File: src/rtl/irq_cpu_if_pkg.sv
// Shared constants and types for the per-processor interrupt unit.
// Assumes 8-bit priorities, with a lower value meaning more urgent.
package irq_cpu_if_pkg;
    localparam int          PRIO_W     = 8;
    localparam logic [7:0]  PRIO_IDLE  = 8'hFF;
    localparam int          SPURIOUS   = 1023;

    typedef enum logic {
        GRP_ZERO = 1'b0,
        GRP_ONE  = 1'b1
    } irq_grp_e;
endpackage

File: src/rtl/irq_prio_filter.sv
// Eligibility filter: truncates the offered priority to the implemented
// bits, derives its group priority from the binary point, and tests it
// against the priority mask, the running priority and stack capacity.
// Assumes that the inputs are stable within a cycle; purely combinational.
module irq_prio_filter
    import irq_cpu_if_pkg::*;
#(
    parameter int PRI_BITS = 4
) (
    input  logic              hp_valid,
    input  logic [PRIO_W-1:0] hp_prio,
    input  logic [PRIO_W-1:0] prio_mask,
    input  logic [2:0]        bin_point,
    input  logic [PRIO_W-1:0] run_prio,
    input  logic              stack_full,
    output logic              eligible,
    output logic [PRIO_W-1:0] grp_prio
);
    localparam logic [PRIO_W-1:0] IMPL_MASK = ~(8'hFF >> PRI_BITS);

    logic [PRIO_W-1:0] eff_prio;
    logic [PRIO_W-1:0] grp_mask;
    logic [3:0]        shift_amt;

    // Purpose: derive effective and group priority, then decide eligibility.
    always_comb begin
        eff_prio  = hp_prio & IMPL_MASK;
        shift_amt = {1'b0, bin_point} + 4'd1;
        grp_mask  = 8'hFF << shift_amt;
        grp_prio  = eff_prio & grp_mask;
        eligible  = hp_valid && (eff_prio < prio_mask) &&
                    (grp_prio < run_prio) && !stack_full;
    end
endmodule

File: src/rtl/irq_run_stack.sv
// Running-priority stack: one entry per acknowledged interrupt still
// awaiting its priority drop. Pushes on acknowledge, pops on a matching
// end of interrupt. Assumes push and pop never occur in the same cycle and
// that the caller never pushes when full or pops when empty.
module irq_run_stack
    import irq_cpu_if_pkg::*;
#(
    parameter int ID_W  = 10,
    parameter int DEPTH = 4
) (
    input  logic              clk,
    input  logic              rst_n,
    input  logic              push,
    input  logic [ID_W-1:0]   push_id,
    input  logic [PRIO_W-1:0] push_gprio,
    input  logic              push_grp,
    input  logic              pop,
    output logic [ID_W-1:0]   top_id,
    output logic              top_grp,
    output logic [PRIO_W-1:0] run_prio,
    output logic              full,
    output logic              empty
);
    localparam int CNT_W = $clog2(DEPTH + 1);
    localparam int IDX_W = (DEPTH > 1) ? $clog2(DEPTH) : 1;

    logic [CNT_W-1:0]  depth_q;
    logic [CNT_W-1:0]  top_sel;
    logic [ID_W-1:0]   id_q   [DEPTH];
    logic [PRIO_W-1:0] gp_q   [DEPTH];
    logic              grp_q  [DEPTH];

    // Purpose: track the number of live entries.
    always_ff @(posedge clk) begin
        if (!rst_n)
            depth_q <= '0;
        else if (push && !full)
            depth_q <= depth_q + 1'b1;
        else if (pop && !empty)
            depth_q <= depth_q - 1'b1;
    end

    for (genvar i = 0; i < DEPTH; i++) begin : g_slot
        // Purpose: capture an acknowledged interrupt into slot i when it is next free.
        always_ff @(posedge clk) begin
            if (!rst_n) begin
                id_q[i]  <= '0;
                gp_q[i]  <= PRIO_IDLE;
                grp_q[i] <= 1'b0;
            end else if (push && depth_q == CNT_W'(i)) begin
                id_q[i]  <= push_id;
                gp_q[i]  <= push_gprio;
                grp_q[i] <= push_grp;
            end
        end
    end

    // Purpose: present the top entry and the running priority it implies.
    always_comb begin
        empty    = (depth_q == '0);
        full     = (depth_q == CNT_W'(DEPTH));
        top_sel  = depth_q - 1'b1;
        top_id   = id_q[top_sel[IDX_W-1:0]];
        top_grp  = grp_q[top_sel[IDX_W-1:0]];
        run_prio = empty ? PRIO_IDLE : gp_q[top_sel[IDX_W-1:0]];
    end

    // an accepted push grows the stack by exactly one entry.
    a_r4_push_grows: assert property (@(posedge clk) disable iff (!rst_n)
        (push && !full) |=> depth_q == $past(depth_q) + 1'b1);

    // an accepted pop shrinks the stack by exactly one entry.
    a_r6_pop_shrinks: assert property (@(posedge clk) disable iff (!rst_n)
        (pop && !empty) |=> depth_q == $past(depth_q) - 1'b1);

    // push and pop are never requested together.
    a_r6_no_push_pop: assert property (@(posedge clk) disable iff (!rst_n)
        !(push && pop));
endmodule

File: src/rtl/irq_cpu_if.sv
// Per-processor interrupt unit: filters the fabric's best pending offer,
// raises the request, serves group-specific acknowledges and end of
// interrupt commands through a running-priority stack, and forwards
// deactivation separately. Assumes at most one acknowledge or end of
// interrupt strobe per cycle.
module irq_cpu_if
    import irq_cpu_if_pkg::*;
#(
    parameter int ID_W        = 10,
    parameter int PRI_BITS    = 4,
    parameter int STACK_DEPTH = 4
) (
    input  logic              clk,
    input  logic              rst_n,
    input  logic              hp_valid,
    input  logic [ID_W-1:0]   hp_id,
    input  logic [7:0]        hp_prio,
    input  logic              hp_group,
    input  logic [7:0]        prio_mask,
    input  logic [2:0]        bin_point,
    output logic              irq_req,
    output logic              irq_group,
    input  logic              ack0_req,
    input  logic              ack1_req,
    output logic [ID_W-1:0]   ack_id,
    output logic              act_valid,
    output logic [ID_W-1:0]   act_id,
    input  logic              eoi0_req,
    input  logic              eoi1_req,
    input  logic [ID_W-1:0]   eoi_id,
    output logic              eoi_err,
    input  logic              dir_req,
    input  logic [ID_W-1:0]   dir_id,
    output logic              deact_valid,
    output logic [ID_W-1:0]   deact_id,
    output logic [7:0]        run_prio
);
    localparam logic [ID_W-1:0] SPUR_ID = ID_W'(SPURIOUS);

    logic              eligible;
    logic [PRIO_W-1:0] grp_prio;
    logic              stk_full;
    logic              stk_empty;
    logic [ID_W-1:0]   top_id;
    logic              top_grp;
    logic              ack_hit;
    logic              eoi_any;
    logic              eoi_grp;
    logic              eoi_match;
    logic              pop;

    irq_prio_filter #(
        .PRI_BITS (PRI_BITS)
    ) u_filter (
        .hp_valid   (hp_valid),
        .hp_prio    (hp_prio),
        .prio_mask  (prio_mask),
        .bin_point  (bin_point),
        .run_prio   (run_prio),
        .stack_full (stk_full),
        .eligible   (eligible),
        .grp_prio   (grp_prio)
    );

    irq_run_stack #(
        .ID_W  (ID_W),
        .DEPTH (STACK_DEPTH)
    ) u_stack (
        .clk        (clk),
        .rst_n      (rst_n),
        .push       (ack_hit),
        .push_id    (hp_id),
        .push_gprio (grp_prio),
        .push_grp   (hp_group),
        .pop        (pop),
        .top_id     (top_id),
        .top_grp    (top_grp),
        .run_prio   (run_prio),
        .full       (stk_full),
        .empty      (stk_empty)
    );

    // Purpose: decode acknowledge and end of interrupt commands against the offer and stack top.
    always_comb begin
        irq_req   = eligible;
        irq_group = hp_group;
        ack_hit   = eligible && ((ack0_req && hp_group == GRP_ZERO) ||
                                 (ack1_req && hp_group == GRP_ONE));
        ack_id    = ack_hit ? hp_id : SPUR_ID;
        eoi_any   = eoi0_req || eoi1_req;
        eoi_grp   = eoi1_req;
        eoi_match = !stk_empty && (top_id == eoi_id) && (top_grp == eoi_grp);
        pop       = eoi_any && eoi_match;
    end

    // Purpose: register the activation, error and deactivation notices.
    always_ff @(posedge clk) begin
        if (!rst_n) begin
            act_valid   <= 1'b0;
            act_id      <= '0;
            eoi_err     <= 1'b0;
            deact_valid <= 1'b0;
            deact_id    <= '0;
        end else begin
            act_valid   <= ack_hit;
            act_id      <= ack_hit ? hp_id : act_id;
            eoi_err     <= eoi_any && !eoi_match;
            deact_valid <= dir_req;
            deact_id    <= dir_req ? dir_id : deact_id;
        end
    end

    // Input assumption: one acknowledge or end of interrupt strobe per cycle.
    a_r4_one_cmd: assert property (@(posedge clk) disable iff (!rst_n)
        $onehot0({ack0_req, ack1_req, eoi0_req, eoi1_req}));

    // a full stack never lets a request through.
    a_r8_full_blocks: assert property (@(posedge clk) disable iff (!rst_n)
        stk_full |-> !irq_req);

    // an acknowledge without a request leaves the running priority alone.
    a_r5_spurious_hold: assert property (@(posedge clk) disable iff (!rst_n)
        ((ack0_req || ack1_req) && !irq_req && !dir_req) |=> run_prio == $past(run_prio));

    // a flagged end of interrupt left the running priority unchanged.
    a_r7_err_hold: assert property (@(posedge clk) disable iff (!rst_n)
        (eoi_any && !eoi_match) |=> (eoi_err && run_prio == $past(run_prio)));

    // a deactivate command is forwarded one cycle later with its ID.
    a_r9_deact_fwd: assert property (@(posedge clk) disable iff (!rst_n)
        dir_req |=> (deact_valid && deact_id == $past(dir_id)));

    // with the stack empty the running priority is idle.
    a_r3_idle_prio: assert property (@(posedge clk) disable iff (!rst_n)
        stk_empty |-> run_prio == PRIO_IDLE);
endmodule

File: config.mk
export PLATFORM = sky130hd
export DESIGN_NAME = irq_cpu_if
export DESIGN_NICKNAME = d
export VERILOG_FILES = /design/src/rtl/irq_cpu_if_pkg.sv /design/src/rtl/irq_prio_filter.sv /design/src/rtl/irq_run_stack.sv /design/src/rtl/irq_cpu_if.sv
export SDC_FILE = /design/constraint.sdc
export NUM_CORES = 1
export LEC_CHECK = 0
export BUFFER_PORTS_ARGS = -buffer_cell sky130_fd_sc_hd__buf_2
export CAP_MARGIN = 20
export CORE_UTILIZATION = 55
export DETAILED_ROUTE_END_ITERATION = 7
export GPL_ROUTABILITY_DRIVEN = 0
export PLACE_DENSITY = 0.91
export SLEW_MARGIN = 20
export SYNTH_ARGS = -nofsm -noshare
export SYNTH_HDL_FRONTEND = slang
export SYNTH_SLANG_ARGS = --single-unit
File: constraint.sdc
create_clock -name clk -period 13.75 [get_ports clk]
set_input_delay 2.75 -clock clk [delete_from_list [all_inputs] [get_ports clk]]
set_output_delay 2.75 -clock clk [all_outputs]
set_load 0.05 [all_outputs]
Word-level counts from Yosys, hierarchy flattened
Memory sizes are Yosys's and may differ from the RTL's.
Cells that the tools add are included.

cells by class
  shift-type cells = 1
  reduce and logical (&&, ||, !) cells = 23
  equal/unequal tests = 6
  bitwise logic cells = 14
  order comparisons = 2
  add/subtract/negate cells = 3
  mux-type cells = 29

operators by type and width
  cell                                                                   number
  10-bit two-way mux                                                     5
  8-bit two-way mux                                                      5
  1-bit two-way mux                                                      17
  1-bit logical AND                                                      16
  8-bit < comparator                                                     2
  1-bit bitwise OR                                                       12
  10-bit equality test                                                   1
  8-bit AND                                                              1
  8-bit by 4-bit left shift with 8-bit output, first input constant      1
  3-bit by 2-bit equality test with 1-bit output, second input constant  2
  3-bit two-way mux                                                      2
  3-bit by 1-bit adder with 4-bit output, second input constant          1
  3-bit by 1-bit adder with 3-bit output, second input constant          1
  3-bit by 1-bit equality test with 1-bit output, second input constant  1
  3-bit equality test, second input constant                             1
  1-bit zero test                                                        3
  3-bit zero test                                                        1
  3-bit by 1-bit subtractor with 3-bit output, second input constant     1
  1-bit logical OR                                                       2
  2-bit nonzero test                                                     1
  1-bit equality test                                                    1
  1-bit NOT                                                              1

word-level totals
  memories = 3
  RAM bits = 76
  word-level logic and storage cells = 87
  flip-flop bits (word level) = 26

memory list
  name           words  width  read ports  clocked after memory_dff  wr ports  RTL line             text
  u_stack.id_q   4      10     1           0                         4         irq_run_stack.sv:29  logic [ID_W-1:0] id_q [DEPTH];
  u_stack.gp_q   4      8      1           0                         4         irq_run_stack.sv:30  logic [PRIO_W-1:0] gp_q [DEPTH];
  u_stack.grp_q  4      1      1           0                         4         irq_run_stack.sv:31  logic grp_q [DEPTH];

Logic depth before layout (Yosys ltp)
Gate-level depths: netlist of the first run.

  depth after elaboration = 12
  mapped depth = 17
  mapped depth without buffers = 13

Cells and area by module
A second synthesis of the first run with hierarchy kept.

second synthesis, totals
  cells, all modules = 392
  area total of the unflattened synthesis = 5052.3 µm²

modules (own cells, without submodules)
  module           area each (µm²)  cells an instance  times used
  irq_run_stack    3712.3           246                1
  irq_cpu_if       1022.2           103                1
  irq_prio_filter  317.8            43                 1

Worst setup path before layout of the first run
No wires, ideal clock.

  path type = input port to output port
  from = input bin_point[0]
  to = output irq_req
  cell stages on the path = 10
  buffers on the path = 0
  arrival time = 5384 ps
  required time = 11000 ps
  path slack = 5616 ps
  path through = ha_1 > inv_1 > ha_1 > nand2b_1 > nand3_1 > inv_1 > ha_1 > a222oi_1 > o211ai_1 > a211oi_1

on the way
  cells in the longest elaborated chain, start to end = 6

ends and longest elaborated chain
  element                                      RTL line               text
  from (decl)                                  irq_cpu_if.sv:20       input logic [2:0] bin_point,
  3-bit by 1-bit adder with 4-bit output       irq_prio_filter.sv:28  shift_amt = {1'b0, bin_point} + 4'd1;
  8-bit by 4-bit left shift with 8-bit output  irq_prio_filter.sv:29  grp_mask = 8'hFF << shift_amt;
  8-bit AND                                    irq_prio_filter.sv:30  grp_prio = eff_prio & grp_mask;
  via grp_prio[6]                              irq_cpu_if.sv:41       logic [PRIO_W-1:0] grp_prio;
  8-bit < comparator                           irq_prio_filter.sv:32  (grp_prio < run_prio) && !stack_full;
  1-bit logical AND                            irq_prio_filter.sv:31  eligible = hp_valid && (eff_prio < prio_mask) &&
  1-bit logical AND                            irq_prio_filter.sv:32
  to (decl)                                    irq_cpu_if.sv:21       output logic irq_req,

The timed path passes the listed nets, and every way through them passes these cells.

Worst setup path after layout of the first run
  from = input bin_point[0]
  to = output ack_id[3]

on the way
  cells in the longest elaborated chain, start to end = 8

ends and longest elaborated chain
  element                                      RTL line               text
  3-bit by 1-bit adder with 4-bit output       irq_prio_filter.sv:28
  8-bit by 4-bit left shift with 8-bit output  irq_prio_filter.sv:29
  8-bit AND                                    irq_prio_filter.sv:30
  via grp_prio[6]                              irq_cpu_if.sv:41
  8-bit < comparator                           irq_prio_filter.sv:32
  1-bit logical AND                            irq_prio_filter.sv:31
  1-bit logical AND                            irq_prio_filter.sv:32
  1-bit logical AND                            irq_cpu_if.sv:87       ack_hit = eligible && ((ack0_req && hp_group == GRP_ZERO) ||
  10-bit two-way mux                           irq_cpu_if.sv:89       ack_id = ack_hit ? hp_id : SPUR_ID;
  to (decl)                                    irq_cpu_if.sv:25       output logic [ID_W-1:0] ack_id,

The timed path passes the listed nets, and every way through them passes these cells.

==> metrics, run 1 <==
outcome=finished clean; area share of and/or/nand/nor cells after synthesis=between 10% and 20%; # IOs=a little over 100; Starting Density=between 50% and 60%; leak pwr=about 0.0021 uW; Final Hold Viols=0; routed len/inst=roughly 17 um; largest area contributor in the synthesized netlist=edfxtp_1; CTS tree=yes; Detailed Route WL=between 9000 and 10000 um; Mapped Cells=between 300 and 400; share of layout cells above drive strength 1=approximately 29%; starting DRC count in detailed routing=191; # fillers=580; worst skew pair latency=0.36 ns; switching share of total power=26.85%; Layout area overhead=14.85%; commonest cells after routing, fill and taps aside=buf_2 (96), edfxtp_1 (62), nand2_1 (32), and2_1 (32), mux2i_1 (31); Power, Total=approximately 570 uW; period utilisation layout=61.06%; Yosys reg bits=90; Synth Flop Type=edfxtp_1; Routed Antenna Nets=0; R2R Path Start=u_stack.depth_q[1]$_SDFFE_PN0P_; DRT met1 WL=between 3000 and 4000 um; mux cell area share after synthesis=13.23%; clock share of power=30.0%; syn_nets=450; WHS=~0.48 ns; Slew Limit Fails=0; Final setup viols=0; HPWL after DPL=roughly 6600 um; TritonCTS Sinks=90; critical path launch point type=input pin; HP Start=u_stack.gp_q[2][2]$_SDFFE_PP0N_; ANT cells=0; Vias/cell=around 5.6; post-route cell area=between 0.005 and 0.006 mm^2; unrepaired setup endpoints after global routing=no; Min Clock Period, post-route=about 8.4 ns; crit-path max cell delay=about 0.44 ns; FF-to-FF setup slack=roughly 8.6 ns; clk buf depth=2; first-pass GRT wire length=15200 um; Post-synth EDFFs=62; Hold Buf Count CTS=0; Internal=about 420 uW; Remaining Overflow, GRT=0; CP Max Fanout=37; area share of fa/ha/maj cells after synthesis=4.666%; core region area=0.007888 mm^2; slowest CP cell=buf_4; CP cell instances=buf_2, ha_1, inv_1, ha_1, nand2b_1, nand3_1, inv_1, ha_1, a222oi_1, o211ai_1, a2111oi_4, buf_4, nand2b_1, buf_2; arrival time at the worst endpoint=~5.7 ns; total track usage=about a quarter; Flop pwr share=53.1%; vias in the first global route=3188; Synth Warn #=0; worst slew pin tran=approximately 1.0 ns; fin util=between 60% and 70%; routed wl met3=a little under 800 um; WL met2=about 4900 um; Worst Hold End=u_stack.gp_q[2][2]$_SDFFE_PP0N_; ratio of total power to cell area=109.6 mW/mm^2; synthesized area=around 0.0046 mm^2; row count=32; H-tree levels=3; Bufs and invs on worst path=5; most common cell after layout, fill and taps aside=buf_2; Worst Clk Skew=about 0.013 ns; Seq/Total Area, Yosys=between 50% and 60%; R2R Path End=u_stack.id_q[2][4]$_SDFFCE_PN0P_; largest net degree at the start of global routing=45; Nets=around 540; Yosys top cell area share=between 40% and 50%; CP endpoint kind=output port; total CTS buffers=9; initial antenna violation count=0; Top cell by count, worst path=ha_1; worst reg2reg path depth=11; Die Y=93.04 um; die area=just under 0.009 mm^2; routed vias=about 3200; hold crit path type=reg -> reg; VDD IR max=0.09550 mV; post-route setup TNS=0 ns; Cell variety after synth=between 40 and 50; highest clock rate=roughly 0.12 GHz; Comb pwr share=between 10% and 20%; CP required=about 11 ns; DRC=0; clk slew on worst S/H paths=around 0.07 ns; NetSw=154.1 uW; chip width=roughly 93 um; XOR/XNOR Fraction of Synth Area=1.894%; Post-CTS Setup Inserts=0; asr flop ratio synth=0%; DRT Pass-1 Iters=5; synthesized area per cell=roughly 12 um^2; Area contributors post-synth=edfxtp_1 (41%), dfxtp_1 (12%), mux2i_1 (6.8%), mux4_2 (6.4%), ha_1 (4.7%); MaxCap Viol Count=0; Post-DP Area=roughly 0.0051 mm^2; Setup CP Type=in -> out; CP delay by family, top=compound AO/OA/AOI/OAI gates; hold path depth=2; Port Buffer Count=96; Max Used Layer=met4; largest family of logic cells by synthesized area=simple AND/OR/NAND/NOR gates; Compound-Gate Fraction of Synth Area=under 10%; relative slew slack=30.46%; Root Buffer Master=clkbuf_8; PostCTS Resize Cnt=0
## metal layers
| layer | global-route usage (%) | vias up |
|---|---|---|
| met2 | 39.64 | 156 |
| met3 | 5.122 | 24 |
| li1 | - | 1490 |
| met4 | 9.744 | 0 |
| met5 | 0 | - |
| met1 | 28.98 | 1486 |
## registers in the layout, summed over array words and instances, names as in the netlist
signal           cells
act_valid            1
u_stack.id_q        40
u_stack.grp_q        4
u_stack.depth_q      3
deact_valid          1
deact_id            10
eoi_err              1
act_id              10
u_stack.gp_q        20
## power groups by stage
stage	combinational [uW]	clock (uW)	sequential, uW
5_1_grt	104	182	305
6_report	97.2	172	304
3_3_place_gp	94.1	0	310
2_1_floorplan	57.8	0	322
3_5_place_dp	96.7	0	310
4_1_cts	97.4	171	305
## worst max path at each step
stage / from / to / slack, ns / depth (start not counted)
after floorplan: bin_point[0] / irq_req / 5.62 / 10
after global placement: bin_point[0] / ack_id[7] / 5.49 / 14
after detailed placement: bin_point[0] / ack_id[1] / 5.39 / 14
after CTS: bin_point[0] / ack_id[1] / 5.37 / 14
after global routing: bin_point[0] / ack_id[8] / 5.15 / 14
final: bin_point[0] / ack_id[3] / 5.35 / 14
## synthesized netlist by cell type (11+ instances only)
cell / count
nor2_1: 11
nand2b_1: 14
nand2_1: 32
and2_1: 32
dfxtp_1: 28
ha_1: 17
inv_1: 21
edfxtp_1: 62
nor2b_1: 22
and3_1: 13
mux2i_1: 31
mux4_2: 13
## area by class of cell
| cell class | count | area, um^2 | share of cell area (%) |
|---|---|---|---|
| clock inverters | 3 | 42.54 | 0.8126 |
| repair buffers | 99 | 503.0 | 9.608 |
| well taps | 102 | 127.6 | 2.438 |
| multi-input cells | 239 | 1918 | 36.64 |
| clock buffers | 13 | 138.9 | 2.653 |
| flip-flops and latches | 90 | 2422 | 46.27 |
| inverters | 22 | 82.58 | 1.577 |
## cell families (layout without fill, tap and decap cells)
| logic type | count (synthesis) | after routing |
|---|---|---|
| compound gates | 22 | 22 |
| xor+xnor | 9 | 9 |
| fa+ha+maj | 17 | 17 |
| buf+inv | 46 | 137 |
| flops | 90 | 90 |
| mux | 44 | 44 |
| simple gates | 147 | 147 |
## worst reg2reg max path, delay by kind of cell, from the launching register on
| kind | cells | cell delay (ns) |
|---|---|---|
| DFF | 1 | 0.37 |
| muxes | 1 | 0.42 |
| AOI/OAI and AO/OA | 3 | 0.93 |
| adders and majority gates | 2 | 1.26 |
| buffers and inverters | 2 | 0.54 |
| and+or+nand+nor | 3 | 1.26 |
## metrics by stage
step	worst slack, ns	cells
floorplan	5.616	375
global placement	5.490	552
detailed placement	5.394	552
CTS	5.373	568
global route	5.146	568
finish	5.355	568
Power figures use the tool's default switching activity.
==> run 2: changes to the inputs <==
CORE_UTILIZATION = 54   (was 55)
PLACE_DENSITY = 0.9   (was 0.91)
clock period = 7.93 ns   (was 13.75 ns; I/O delays follow)
==> run 2 against run 1 <==
Compared with the run above: via count increased by 1.5%; total power increased by 74%; count of clock-buffer cells in the layout decreased by 3; routed wire length increased by 1.8%; worst hold slack got worse by 0.029 ns; sequential power increased by 74%; core utilization decreased by 2.0 points; largest power group unchanged.
==> metrics, run 2 (synthesis gave the netlist of run 1 again) <==
R2R Path End=u_stack.id_q[2][3]$_SDFFCE_PN0P_; WHS=0.4515 ns (-0.02856 ns); VDD IR max=0.1555 mV (+63%); Root Buffer Master=clkbuf_8; Port Buffer Count=96 (unchanged); clk buf depth=2 (unchanged); first-pass GRT wire length=15460 um (+1.7%); Slew Limit Fails=0 (unchanged); chip width=93.88 um (+0.90%); Detailed Route WL=9916 um (+1.8%); outcome=finished clean; Routed Antenna Nets=0 (unchanged); post-route setup TNS=0 ns (unchanged); period utilisation layout=79.05%; CP endpoint kind=output port; most common cell after layout, fill and taps aside=buf_2; DRC=0 (unchanged); Layout area overhead=15.40%; PostCTS Resize Cnt=0 (unchanged); vias in the first global route=3217 (+0.91%); ratio of total power to cell area=190.0 mW/mm^2 (+73%); relative slew slack=30.15% (-0.30 points); Setup crit end=ack_id[6]; largest registers=u_stack.id_q x40, u_stack.gp_q x20; R2R Path Start=u_stack.depth_q[1]$_SDFFE_PN0P_; die area=0.008813 mm^2 (+1.8%); critical path launch point type=input pin; worst reg2reg path depth=11 (unchanged); TritonCTS Sinks=90 (unchanged); worst skew pair latency=0.35 ns (about the same); highest clock rate=0.1595 GHz; switching share of total power=27.37% (+0.52 points); DP Cell Count=557 (+0.91%); post-route cell area=0.005260 mm^2 (+0.48%); Remaining Overflow, GRT=0 (unchanged); hold crit path type=reg -> reg; arrival time at the worst endpoint=4.68 ns (-0.97 ns); Min Clock Period, post-route=6.268 ns; FF+latch area=0.002422 mm^2 (unchanged); routed len/inst=17.28 um (+0.70%); Final setup viols=0 (unchanged); total track usage=23.65% (+0.26 points); critical path startpoint=bin_point[0]; Post-DP Area=0.005072 mm^2 (+0.37%); Internal=725.7 uW (+73%); leak pwr=0.002130 uW (+0.48%); Comb pwr share=17.2% (+0.3 points); HP Start=u_stack.gp_q[2][2]$_SDFFE_PP0N_; Starting Density=55.75% (-2.0 points); CTS tree=yes; Hold Buf Count CTS=0 (unchanged); fin cells=574 (+1.1%); clock share of power=30.0% (about the same); Setup CP Type=in -> out; Top reg by flops=u_stack.id_q; FF-to-FF setup slack=2.34 ns (-6.25 ns); clk slew on worst S/H paths=0.08 ns (about the same); routed vias=3203 (+1.5%); CP required=6.34 ns (-4.66 ns); Worst Clk Skew=0.005369 ns (-0.007826 ns); initial antenna violation count=1 (+1); Vias/cell=5.580 (+0.43%); core region area=0.008175 mm^2 (+3.6%); DRT Pass-1 Iters=8 (+3); max reg flops=40 (unchanged); Power, Total=999.2 uW (+74%); H-tree levels=3 (unchanged); starting DRC count in detailed routing=216 (+13%); largest net degree at the start of global routing=45 (unchanged); footprint of the multi-input gates=0.001918 mm^2 (unchanged); NetSw=273.4 uW (+77%); row count=33 (+3.1%); MaxCap Viol Count=0 (unchanged); Flop pwr share=52.8% (-0.3 points); # fillers=613 (+5.7%); unrepaired setup endpoints after global routing=no; Final Hold Viols=0 (unchanged); Die Y=93.88 um (+0.90%); Nets=538 (+0.37%); share of layout cells above drive strength 1=29.49% (+0.52 points); Post-CTS Setup Inserts=0 (unchanged); # IOs=101 (unchanged); total CTS buffers=9 (unchanged); worst slew pin tran=1.048 ns (+0.004558 ns); HPWL after DPL=6550 um (-0.31%); CP Max Fanout=15 (-59%); commonest cells after routing, fill and taps aside=buf_2 (96), edfxtp_1 (62), nand2_1 (32), and2_1 (32), mux2i_1 (31)
run 2: changes by cell type in the layout (fill, tap and decap cells not counted):
| cell | before | now |
|---|---|---|
| buf_4 | 3 | 5 |
| clkinv_1 | 0 | 2 |
| clkbuf_1 | 4 | 1 |
| clkinvlp_4 | 1 | 2 |
| diode_2 | 0 | 1 |
run 2: final cells by class:
cell class / count / share of cell area [%]
repair buffers: 101 / 9.848
clock inverters: 6 / 1.094
well taps: 105 / 2.498
multi-input cells: 239 / 36.47
flip-flops and latches: 90 / 46.05
clock buffers: 10 / 2.426
inverters: 22 / 1.570
diodes: 1 / 0.04757
run 2: per-stage QoR:
step	util (%)	setup slack, ns
finish	64.34	1.662
global placement	62.04	1.836
global route	64.34	1.340
floorplan	-	2.124
CTS	64.31	1.651
detailed placement	62.04	1.689
run 2: worst min-delay path by stage:
| stage | endpoint | slack, ns | cells past startpoint |
|---|---|---|---|
| after CTS | u_stack.gp_q[2][2]$_SDFFE_PP0N_ | 0.45 | 2 |
| final | u_stack.gp_q[2][2]$_SDFFE_PP0N_ | 0.45 | 2 |
| after floorplan | u_stack.gp_q[2][2]$_SDFFE_PP0N_ | 0.42 | 2 |
| after global routing | u_stack.gp_q[2][2]$_SDFFE_PP0N_ | 0.48 | 2 |
| after global placement | u_stack.gp_q[2][2]$_SDFFE_PP0N_ | 0.43 | 2 |
| after detailed placement | u_stack.gp_q[2][2]$_SDFFE_PP0N_ | 0.44 | 2 |
run 2: power groups by stage:
stage / logic [uW] / registers [uW] / clock network [uW]
after global placement: 164 / 537 / 0
after global routing: 183 / 530 / 319
after detailed placement: 170 / 538 / 0
after floorplan: 100 / 559 / 0
after CTS: 171 / 528 / 298
final: 171 / 528 / 300
run 2: metal layers:
metal  track usage [%]  share of wire, %  routed length, um  vias up
met5                 0                 0                  0        -
met4             11.28               2.6                261        0
met3             3.722               6.6                658       28
met2             40.02                50               4928      153
met1             29.63                41               4067     1532
li1                  -                 -                  -     1490
run 2: worst max-delay path, stage by stage:
cell	delay, ns
buf_2	0.11
ha_1	0.19
inv_1	0.06
ha_1	0.23
nand2b_1	0.16
nand3_1	0.17
inv_1	0.07
ha_1	0.17
a222oi_1	0.34
o211ai_1	0.23
a2111oi_4	0.96
nand2b_1	0.14
buf_2	0.26
==> run 3: changes to the inputs <==
clock period = 6.5 ns   (was 7.93 ns; I/O delays follow)
==> run 3 against run 2 <==
Compared with the run above: routed wire length down 0.93%; total power up 23%; global-route usage up 0.084 points; clock power up 27%; via count up 0.31%; largest power group unchanged.
==> metrics, run 3 (synthesis gave the netlist of run 1 again) <==
arrival time at the worst endpoint=4.06 ns (-0.62 ns); ratio of total power to cell area=233.6 mW/mm^2 (+23%); MaxCap Viol Count=0 (unchanged); Final setup viols=0 (unchanged); Power, Total=1232 uW (+23%); chip width=93.88 um (unchanged); CTS tree=yes; Min Clock Period, post-route=between 5 and 6 ns; starting DRC count in detailed routing=270 (+25%); Final Hold Viols=0 (unchanged); Routed Antenna Nets=0 (unchanged); Worst Clk Skew=0.01103 ns (+0.005666 ns); period utilisation layout=just over 80%; Nets=538 (unchanged); Detailed Route WL=9824 um (-0.93%); routed vias=3213 (+0.31%); highest clock rate=0.1867 GHz; initial antenna violation count=0 (-1); Bufs and invs on worst path=5 (+1); post-route setup TNS=0 ns (unchanged); leak pwr=0.002148 uW (+0.82%); Slew Limit Fails=0 (unchanged); WHS=0.4791 ns (+0.02764 ns); relative slew slack=43.35% (+13 points); R2R Path End=u_stack.id_q[2][3]$_SDFFCE_PN0P_; first-pass GRT wire length=15440 um (-0.17%); ANT cells=0 (-1); total track usage=23.73% (+0.084 points); hold path depth=2 (unchanged); CP Max Fanout=21 (+6); critical path launch point type=input pin; CP required=5.20 ns (-1.14 ns); H-tree levels=3 (unchanged); Hold Buf Count CTS=0 (unchanged); worst skew pair latency=0.36 ns (about the same); Die Y=93.88 um (unchanged); commonest cells after routing, fill and taps aside=buf_2 (96), edfxtp_1 (62), nand2_1 (32), and2_1 (32), mux2i_1 (31); largest net degree at the start of global routing=45 (unchanged); clk buf depth=2 (unchanged); CP endpoint kind=output port; TritonCTS Sinks=90 (unchanged); clk slew on worst S/H paths=0.08 ns (about the same); unrepaired setup endpoints after global routing=no; vias in the first global route=3143 (-2.3%); worst reg2reg path depth=12 (+1); CP delay by family, top=compound AO/OA/AOI/OAI gates; Top reg by flops=u_stack.id_q; HPWL after DPL=6772 um (+3.4%); slowest CP cell=a222oi_1; Root Buffer Master=clkbuf_8; Remaining Overflow, GRT=0 (unchanged); Port Buffer Count=96 (unchanged); routed len/inst=17.14 um (-0.75%); HP Start=u_stack.gp_q[2][2]$_SDFFE_PP0N_; Top cell by count, worst path=ha_1; Post-CTS Setup Inserts=0 (unchanged); total CTS buffers=9 (unchanged); largest registers=u_stack.id_q x40, u_stack.gp_q x20; max reg flops=40 (unchanged); Vias/cell=5.607 (+0.49%); FF-to-FF setup slack=1.82 ns (-0.52 ns); row count=33 (unchanged); worst slew pin tran=0.8477 ns (-0.2000 ns); Layout area overhead=15.73%; most common cell after layout, fill and taps aside=buf_2; CP cell instances=buf_2, ha_1, inv_1, ha_1, nand2b_1, nand3_1, inv_1, ha_1, a222oi_1, o211ai_1, a2111oi_4, buf_4, nand2b_1, buf_2; die area=0.008813 mm^2 (unchanged); fin util=64.52% (+0.18 points); DRC=0 (unchanged); VDD IR max=0.1463 mV (-5.9%); share of layout cells above drive strength 1=29.70% (+0.21 points); core region area=0.008175 mm^2 (unchanged); Starting Density=55.75% (unchanged); # IOs=101 (unchanged); crit-path max cell delay=0.35 ns (-0.61 ns); Worst Hold End=u_stack.gp_q[2][2]$_SDFFE_PP0N_; outcome=finished clean; R2R Path Start=u_stack.depth_q[1]$_SDFFE_PN0P_; Setup CP Type=in -> out; DRT Pass-1 Iters=5 (-3); PostCTS Resize Cnt=0 (unchanged); hold crit path type=reg -> reg
## run 3: report_power, final
part           switching, uW  total [uW]  internal [uW]
Sequential              7.83         644            636
Combinational            134         208           74.5
Clock                    187         381            194
Total                    328        1230            904
## run 3: metal layers
metal | vias to the layer above | global-route usage (%) | wire length [um]
li1 | 1492 | - | -
met1 | 1523 | 30.21 | 3858
met2 | 176 | 38.75 | 4956
met3 | 22 | 4.773 | 790
met4 | 0 | 11.54 | 219
met5 | - | 0 | 0
## run 3: worst register-to-register path: stages, from the launching register on
cell	delay (ns)
dfxtp_1	0.37
inv_1	0.11
ha_1	0.49
mux4_2	0.36
nor2_1	0.16
ha_1	0.27
a222oi_1	0.33
o211ai_1	0.24
a2111oi_4	0.35
buf_4	0.33
buf_4	0.28
nand3_1	0.33
nand2_1	0.71
## run 3: worst max-delay path by stage
stage | startpoint | end | slack [ns] | cells past startpoint
floorplan | u_stack.depth_q[0]$_SDFFE_PN0P_ | irq_req | 1.13 | 13
global placement | bin_point[0] | u_stack.id_q[2][9]$_SDFFCE_PN0P_ | 1.26 | 15
detailed placement | bin_point[0] | u_stack.id_q[2][1]$_SDFFCE_PN0P_ | 1.08 | 15
CTS | bin_point[0] | ack_id[4] | 1.12 | 14
global route | bin_point[0] | ack_id[4] | 1.00 | 13
finish | bin_point[0] | ack_id[4] | 1.14 | 14
## run 3: area by class of cell
type                       count  area [um^2]
timing repair buffer         101        518.0
fill                         589         2900
tap                          105        131.4
multi-input combinational    239         1918
clock buffer                  15        197.7
clock inverter                 1        5.005
sequential                    90         2422
inverter                      22        82.58
## run 3: metrics by stage
step | instance area [um^2] | setup WS, ns | cells
2_1_floorplan | 4558 | 1.135 | 375
3_3_place_gp | 5072 | 1.259 | 557
3_5_place_dp | 5072 | 1.084 | 557
4_1_cts | 5275 | 1.122 | 573
5_1_grt | 5275 | 1.004 | 573
6_report | 5275 | 1.145 | 573
